`src/rtl/isa_slv_pkg.sv`:
```
`timescale 1ns/1ps
package isa_slv_pkg;
  localparam int BUS_W  = 16;
  localparam int BYTE_W = 8;

  typedef enum logic [1:0] {
    WS_NARROW = 2'd0,
    WS_ARMED  = 2'd1,
    WS_WIDE   = 2'd2
  } width_st_e;
endpackage

```
`src/rtl/isa_addr_decode.sv`:
```
`timescale 1ns/1ps
module isa_addr_decode #(
  parameter int ADDR_W   = 10,
  parameter int NUM_REGS = 8,
  localparam int IDX_W   = $clog2(NUM_REGS)
) (
  input  logic [ADDR_W-1:0] base_i,
  input  logic [ADDR_W-1:0] addr_i,
  output logic              hit_o,
  output logic [IDX_W-1:0]  idx_o
);
  localparam logic [ADDR_W-1:0] WIN_BYTES = ADDR_W'(2 * NUM_REGS);

  logic [ADDR_W-1:0] offset;

  always_comb begin
    offset = addr_i - base_i;
    hit_o  = (offset < WIN_BYTES);
    idx_o  = offset[IDX_W:1];
  end
endmodule

```
`src/rtl/isa_width_tracker.sv`:
```
`timescale 1ns/1ps
module isa_width_tracker
  import isa_slv_pkg::*;
(
  input  logic clk,
  input  logic rst_n,
  input  logic soft_rst_i,
  input  logic sbhe_n_i,
  output logic mode16_o
);
  width_st_e st_q, st_d;
  logic      sbhe_prev_q;

  always_comb begin
    st_d = st_q;
    case (st_q)
      WS_NARROW: if (sbhe_prev_q && !sbhe_n_i) st_d = WS_ARMED;
      WS_ARMED:  if (!sbhe_prev_q && sbhe_n_i) st_d = WS_WIDE;
      WS_WIDE:   st_d = WS_WIDE;
      default:   st_d = WS_NARROW;
    endcase
    if (soft_rst_i) st_d = WS_NARROW;
  end

  always_ff @(posedge clk or negedge rst_n) begin
    if (!rst_n) begin
      st_q        <= WS_NARROW;
      sbhe_prev_q <= 1'b1;
    end else begin
      st_q        <= st_d;
      sbhe_prev_q <= sbhe_n_i;
    end
  end

  assign mode16_o = (st_q == WS_WIDE);


  wide_after_rise_chk: assert property (@(posedge clk) disable iff (!rst_n)
    $rose(mode16_o) |-> ($past(sbhe_n_i) && !$past(sbhe_prev_q) && !$past(soft_rst_i)));


  soft_rst_narrow_chk: assert property (@(posedge clk) disable iff (!rst_n)
    soft_rst_i |=> !mode16_o);
endmodule

```
`src/rtl/isa_ready_timer.sv`:
```
`timescale 1ns/1ps
module isa_ready_timer #(
  parameter int WAIT_CYC = 4,
  localparam int CNT_W   = $clog2(WAIT_CYC + 1)
) (
  input  logic clk,
  input  logic rst_n,
  input  logic start_i,
  input  logic dis_i,
  output logic busy_o
);
  logic [CNT_W-1:0] cnt_q, cnt_d;

  always_comb begin
    cnt_d = cnt_q;
    if (dis_i)                cnt_d = '0;
    else if (start_i)         cnt_d = CNT_W'(WAIT_CYC);
    else if (cnt_q != '0)     cnt_d = cnt_q - 1'b1;
  end

  always_ff @(posedge clk or negedge rst_n) begin
    if (!rst_n) cnt_q <= '0;
    else        cnt_q <= cnt_d;
  end

  assign busy_o = (cnt_q != '0);


  rdy_countdown_chk: assert property (@(posedge clk) disable iff (!rst_n)
    (busy_o && !start_i && !dis_i) |=> (cnt_q == $past(cnt_q) - 1'b1));


  rdy_disabled_chk: assert property (@(posedge clk) disable iff (!rst_n)
    dis_i |=> !busy_o);
endmodule

```
`src/rtl/isa_line_router.sv`:
```
`timescale 1ns/1ps
module isa_line_router #(
  parameter int N     = 4,
  parameter int SEL_W = 2
) (
  input  logic [SEL_W-1:0] sel_i,
  input  logic             val_i,
  output logic [N-1:0]     line_o,
  output logic [N-1:0]     line_oe
);
  for (genvar g = 0; g < N; g++) begin : g_line
    assign line_oe[g] = (sel_i == SEL_W'(g));
    assign line_o[g]  = line_oe[g] & val_i;
  end
endmodule

```
`src/rtl/isa_io_slave.sv`:
```
`timescale 1ns/1ps
module isa_io_slave
  import isa_slv_pkg::*;
#(
  parameter int ADDR_W    = 10,
  parameter int NUM_REGS  = 8,
  parameter int WAIT_CYC  = 4,
  parameter int NUM_IRQ   = 4,
  parameter int NUM_DMA   = 3,
  localparam int IRQ_SEL_W = $clog2(NUM_IRQ),
  localparam int DMA_SEL_W = $clog2(NUM_DMA)
) (
  input  logic                 clk,
  input  logic                 rst_n,
  input  logic [ADDR_W-1:0]    cfg_base_addr,
  input  logic                 cfg_rdy_dis,
  input  logic [IRQ_SEL_W-1:0] cfg_irq_sel,
  input  logic [DMA_SEL_W-1:0] cfg_dma_sel,
  input  logic                 soft_rst,
  input  logic [ADDR_W-1:0]    bus_addr,
  input  logic [15:0]          bus_data_in,
  input  logic                 bus_iow_n,
  input  logic                 bus_ior_n,
  input  logic                 bus_refresh_n,
  input  logic                 bus_sbhe_n,
  output logic [15:0]          rd_data,
  output logic                 rd_data_oe,
  output logic                 cs16_o,
  output logic                 cs16_oe,
  output logic                 chrdy_o,
  output logic                 chrdy_oe,
  input  logic                 irq_event,
  input  logic                 isq_rd,
  input  logic                 isq_empty,
  output logic [NUM_IRQ-1:0]   irq_o,
  output logic [NUM_IRQ-1:0]   irq_oe,
  input  logic                 dma_req,
  output logic [NUM_DMA-1:0]   dmarq_o,
  output logic [NUM_DMA-1:0]   dmarq_oe,
  input  logic [NUM_DMA-1:0]   dmack_n,
  output logic                 dma_ack,
  output logic                 mode16
);
  localparam int IDX_W = $clog2(NUM_REGS);

  // bus sample stage
  logic [ADDR_W-1:0] addr_q;
  logic [BUS_W-1:0]  data_q;
  logic              iow_q, ior_q, ior_prev_q, refresh_q, sbhe_q;

  always_ff @(posedge clk or negedge rst_n) begin
    if (!rst_n) begin
      addr_q     <= '0;
      data_q     <= '0;
      iow_q      <= 1'b1;
      ior_q      <= 1'b1;
      ior_prev_q <= 1'b1;
      refresh_q  <= 1'b1;
      sbhe_q     <= 1'b1;
    end else begin
      addr_q     <= bus_addr;
      data_q     <= bus_data_in;
      iow_q      <= bus_iow_n;
      ior_q      <= bus_ior_n;
      ior_prev_q <= ior_q;
      refresh_q  <= bus_refresh_n;
      sbhe_q     <= bus_sbhe_n;
    end
  end

  // address window
  logic             hit_w;
  logic [IDX_W-1:0] idx_w;

  isa_addr_decode #(.ADDR_W(ADDR_W), .NUM_REGS(NUM_REGS)) u_dec (
    .base_i (cfg_base_addr),
    .addr_i (addr_q),
    .hit_o  (hit_w),
    .idx_o  (idx_w)
  );

  // bus width mode
  isa_width_tracker u_width (
    .clk        (clk),
    .rst_n      (rst_n),
    .soft_rst_i (soft_rst),
    .sbhe_n_i   (sbhe_q),
    .mode16_o   (mode16)
  );

  // register bank
  logic [NUM_REGS-1:0][BUS_W-1:0] regs_q, regs_d;
  logic wr_en;

  always_comb begin
    wr_en  = hit_w && !iow_q && refresh_q;
    regs_d = regs_q;
    if (wr_en) begin
      regs_d[idx_w][BYTE_W-1:0] = data_q[BYTE_W-1:0];
      if (mode16 && !sbhe_q)
        regs_d[idx_w][BUS_W-1:BYTE_W] = data_q[BUS_W-1:BYTE_W];
    end
  end

  always_ff @(posedge clk or negedge rst_n) begin
    if (!rst_n) regs_q <= '0;
    else        regs_q <= regs_d;
  end

  // read path and chip select
  logic rd_active, rd_start, rdy_busy;

  assign rd_active  = hit_w && !ior_q;
  assign rd_start   = rd_active && ior_prev_q;
  assign rd_data_oe = rd_active;
  assign rd_data    = rd_active ? regs_q[idx_w] : '0;
  assign cs16_oe    = hit_w;
  assign cs16_o     = 1'b0;

  isa_ready_timer #(.WAIT_CYC(WAIT_CYC)) u_rdy (
    .clk     (clk),
    .rst_n   (rst_n),
    .start_i (rd_start),
    .dis_i   (cfg_rdy_dis),
    .busy_o  (rdy_busy)
  );

  assign chrdy_oe = rdy_busy;
  assign chrdy_o  = 1'b0;

  // interrupt pending
  logic irq_pend_q, irq_pend_d;

  always_comb begin
    irq_pend_d = irq_pend_q;
    if (isq_rd && isq_empty) irq_pend_d = 1'b0;
    if (irq_event)           irq_pend_d = 1'b1;
  end

  always_ff @(posedge clk or negedge rst_n) begin
    if (!rst_n) irq_pend_q <= 1'b0;
    else        irq_pend_q <= irq_pend_d;
  end

  isa_line_router #(.N(NUM_IRQ), .SEL_W(IRQ_SEL_W)) u_irq (
    .sel_i   (cfg_irq_sel),
    .val_i   (irq_pend_q),
    .line_o  (irq_o),
    .line_oe (irq_oe)
  );

  isa_line_router #(.N(NUM_DMA), .SEL_W(DMA_SEL_W)) u_dma (
    .sel_i   (cfg_dma_sel),
    .val_i   (dma_req),
    .line_o  (dmarq_o),
    .line_oe (dmarq_oe)
  );

  always_comb begin
    dma_ack = 1'b0;
    for (int i = 0; i < NUM_DMA; i++)
      if (cfg_dma_sel == DMA_SEL_W'(i)) dma_ack = !dmack_n[i];
  end


  wr_store_chk: assert property (@(posedge clk) disable iff (!rst_n)
    wr_en |=> (regs_q[$past(idx_w)][BYTE_W-1:0] == $past(data_q[BYTE_W-1:0])));


  refresh_block_chk: assert property (@(posedge clk) disable iff (!rst_n)
    !refresh_q |=> $stable(regs_q));


  miss_no_wr_chk: assert property (@(posedge clk) disable iff (!rst_n)
    !hit_w |=> $stable(regs_q));


  for (genvar g = 0; g < NUM_REGS; g++) begin : g_hi_chk
    narrow_hi_keep_chk: assert property (@(posedge clk) disable iff (!rst_n)
      !mode16 |=> $stable(regs_q[g][BUS_W-1:BYTE_W]));
  end


  irq_one_line_chk: assert property (@(posedge clk) disable iff (!rst_n)
    $onehot0(irq_oe));


  irq_clear_chk: assert property (@(posedge clk) disable iff (!rst_n)
    (isq_rd && isq_empty && !irq_event) |=> (irq_o == '0));


  dma_one_line_chk: assert property (@(posedge clk) disable iff (!rst_n)
    $onehot0(dmarq_oe));
endmodule

```
`config.mk`:
```
export PLATFORM = sky130hd
export DESIGN_NAME = isa_io_slave
export DESIGN_NICKNAME = d
export VERILOG_FILES = /design/src/rtl/isa_slv_pkg.sv /design/src/rtl/isa_addr_decode.sv /design/src/rtl/isa_width_tracker.sv /design/src/rtl/isa_ready_timer.sv /design/src/rtl/isa_line_router.sv /design/src/rtl/isa_io_slave.sv
export SDC_FILE = /design/constraint.sdc
export NUM_CORES = 1
export LEC_CHECK = 0
export ABC_AREA = 1
export ABC_CLOCK_PERIOD_IN_PS = 3900
export BUFFER_PORTS_ARGS = -buffer_cell sky130_fd_sc_hd__buf_2
export CORE_ASPECT_RATIO = 1.4
export CORE_MARGIN = 2
export CORE_UTILIZATION = 40
export DETAILED_ROUTE_END_ITERATION = 10
export PLACE_DENSITY_LB_ADDON = 0.25
export SLEW_MARGIN = 20
export SYNTH_ARGS = -nofsm -noshare
export SYNTH_HDL_FRONTEND = slang
export SYNTH_SLANG_ARGS = --single-unit
```
`constraint.sdc`:
```
create_clock -name clk -period 3.9 [get_ports clk]
set_input_delay 0.78 -clock clk [delete_from_list [all_inputs] [get_ports clk]]
set_output_delay 0.78 -clock clk [all_outputs]
set_load 0.03 [all_outputs]
```
==> run metrics <==
result of the run finished clean; total chip power ~4900 uW; number of failing hold endpoints at the final stage 0; Slew Viols, Final 0; cell with the most instances after synthesis nand2_1; Post-Synthesis Cell Area 9390 sq um; worst setup slack after placement 104 ps; cell count after synthesis around 1,300; slack of the worst reg-to-reg path 640 ps; post-synthesis sequential area ratio 0.443; count of unique library cells instantiated by Yosys 35; PnR worst setup slack 115 ps; maximum vdd drop 332 uV; TritonRoute pass-1 iters 5; vias in the first global route ~8,900; Slew headroom 0.431; highest attainable clock frequency about 0.26 GHz; clk root buf clkbuf_16; post-DP HPWL approximately 19,000 um; height of the die roughly 190 um; CTS Hold Buffers Added 0; dominant synthesized flop cell dfrtp_1; R2R depth 18; flip-flop and latch count after synthesis 166; final net count 1,446; TritonCTS clock tree done; Commonest cells post-synth 370 x nand2_1, 252 x nor2_1, 187 x nand4_1; worst-path maximum fanout 11; Leakage about 0.0058 uW; via count 9,330; number of clock buffers inserted by TritonCTS 17; main combinational cell family by area after synthesis simple AND/OR/NAND/NOR gates; DRC violation count after routing 0; Cell Count, Final, Fillers Out around 1,700; number of enable flip-flop cells after synthesis 0; register area 4160 sq um; Worst Skew approximately 13 ps; Setup violations, final 0; clock latency on the worst-skew pair between 400 and 500 ps; post-layout util 0.487; Int Pwr about 3200 uW; NetSw roughly 1700 uW; Flop pwr share 0.378; min cycle time layout ~3800 ps; biggest area consumer among synthesized cells dfrtp_1; startpoint of the most critical register-to-register path addr_q[0]$_DFF_PN0_; sum of negative setup slack 0 ps; combined area of the multi-input logic cells 4640 sq um; number of antenna-violating nets in the routed design 0; H-tree lvl count 4; layout overhead on the synthesized area 20.0%; remaining global-route overflow 0; share of total power in the clock network 0.347; number of inserted diodes 0; leading cell types by total area after synthesis dfrtp_1 43%, nand2_1 15%, nand4_1 12%; syn avg cell area 7.26 sq um; end of the worst register-to-register path regs_q[100]$_DFFE_PN0P_; proportion of synthesized flip-flops having asynchronous set or reset 1.00; IO buf count 89; portion of synthesized cell area occupied by the leading cell type 0.427; crit path DAT 3000 ps; list of cells traversed by the critical path buf_2, nand2_1, inv_1, fa_4, buf_4, clkbuf_16, nor2_1, o21ai_0, o21ai_0, nand2_1, nand2_1, nor2_1, buf_4; count of synthesis-stage warnings from yosys 0; number of violations reported at the end of detailed-routing iteration 0 roughly 860; start point of the worst min-delay path ior_q$_DFF_PN1_; RSZ-0062 raised after global routing true; die area between 20,000 and 25,000 sq um; num rows 66; floorplan die width around 130 um; maximum buffer depth of the clock tree 2; final wirelength 29,200 um; first-pass GRT wire length 46,600 um; clock-pin slew on the worst setup and hold paths about 70 ps; share of the synthesized netlist area taken by xor and xnor gates 0.00840; Critical Path Source Type primary input; ratio of final minimum period to clock period 0.970; master of the slowest instance on the critical path fa_4; I/O pin cnt a little over 90; relative contribution of combinational cells to total power 0.275; area fraction in compound gates after synthesis 0.0401; number of max-capacitance violations reported 0; critical path type primary input to primary output; most frequent cell on the critical path nand2_1; highest cell delay on the worst timing path around 830 ps; worst min-delay path endpoint ior_prev_q$_DFF_PN1_; hold depth 0; switching share of power 0.342; final weighted congestion of routability-driven global placement about 0.84; total power divided by cell area 434 nW/um^2; worst slew pin tran roughly 850 ps; multiplexer fraction of the synthesized cell area 0; All-Layer GR Usage 0.240; fraction of final layout cells sized beyond drive strength 1 0.167; kind of capture point of the worst setup path primary output; classification of the worst-slack hold path flip-flop to flip-flop; fraction of the mapped netlist area in adder cells 0.0195; clk sink count between 150 and 200; initial antenna violation count 0; initial standard-cell utilization of the core 0.406; average detailed-routed wire length per instance 17.2 um; Filler cells roughly 2,300; simple logic cell fraction of the synthesized area 0.419; pin count of the biggest net entering global routing slightly below 90; standard cell core area ~23,000 sq um; cell count after placement around 1,700; vias per cell between 5 and 6; Req. time, crit path between 3000 and 4000 ps
metrics by stage:
stage	hold slack, ps	area [sq um]
2_1_floorplan	354	9390
3_3_place_gp	356	10600
3_5_place_dp	356	10600
4_1_cts	366	11100
5_1_grt	370	11300
6_report	365	11300
worst max path at each step:
stage | from | slack (ps) | to | depth (start not counted)
after floorplan | cfg_base_addr[0] | 10 | rd_data[4] | 13
after global placement | cfg_base_addr[0] | 70 | rd_data[9] | 12
after detailed placement | cfg_base_addr[0] | 100 | rd_data[9] | 12
after global routing | cfg_base_addr[0] | -3 | rd_data[3] | 13
after CTS | cfg_base_addr[0] | 100 | rd_data[9] | 12
final | cfg_base_addr[0] | 120 | rd_data[12] | 13
worst max-delay path: cells and delay by family:
| family | cells | cell delay, ps |
|---|---|---|
| and+or+nand+nor | 5 | 420 |
| adders and majority gates | 1 | 830 |
| AOI/OAI and AO/OA | 2 | 330 |
| buffers and inverters | 5 | 620 |
cells by family (layout without fill, tap and decap cells):
logic type                 Yosys count  after routing
AOI/OAI and AO/OA                   74             74
xor gates and xnor gates             6              6
adders and majority gates           14             14
buffers and inverters              159            256
DFF                                166            166
other                                1              2
and+or+nand+nor                    872            872
final cells by class:
type / instances / share of cell area
well taps: 306 / 0.0340
multi-input cells: 968 / 0.412
flip-flops and latches: 166 / 0.370
clock buffers: 21 / 0.0400
clock inverters: 11 / 0.0112
repair buffers: 166 / 0.113
inverters: 58 / 0.0194
power by group through the flow:
| stage | Sequential, uW | Clock [uW] | Combinational, uW |
|---|---|---|---|
| final | 1850 | 1690 | 1340 |
| after detailed placement | 1880 | 0 | 1290 |
| after CTS | 1850 | 1710 | 1290 |
| after floorplan | 1840 | 0 | 828 |
| after global routing | 1850 | 1800 | 1490 |
| after global placement | 1880 | 0 | 1280 |
state kept, by name, summed over array words and instances, names as in the netlist, 2 cells and up:
name	count
u_rdy.cnt_q	3
u_width.st_q	2
data_q	16
addr_q	10
regs_q	128
layer usage:
metal / up-vias / GRT usage / part of all wire / routed length [um]
met2: 374 / 0.427 / 0.51 / 14800
li1: 4448 / - / - / -
met3: 67 / 0.0375 / 0.053 / 1540
met1: 4441 / 0.285 / 0.40 / 11800
met4: 0 / 0.112 / 0.036 / 1060
met5: - / 0 / 0 / 0
cells in the final DEF, fill, tap and decap left out, types with 12 or more instances in the layout:
cell type,instances
nor2_1,250
o21ai_1,12
buf_4,64
nand4_1,187
dfrtp_1,160
nand2_1,368
buf_2,79
clkbuf_16,19
ha_1,12
buf_12,13
inv_1,56
o21ai_0,54
nand3_1,31
timing repair:
item	in CTS	in global routing
endpoints found under the setup margin	0	10
resized for setup	0	31
setup buffers	0	2
endpoints found under the hold margin	0	0
No activity file was read; power rests on OpenSTA's default activity.
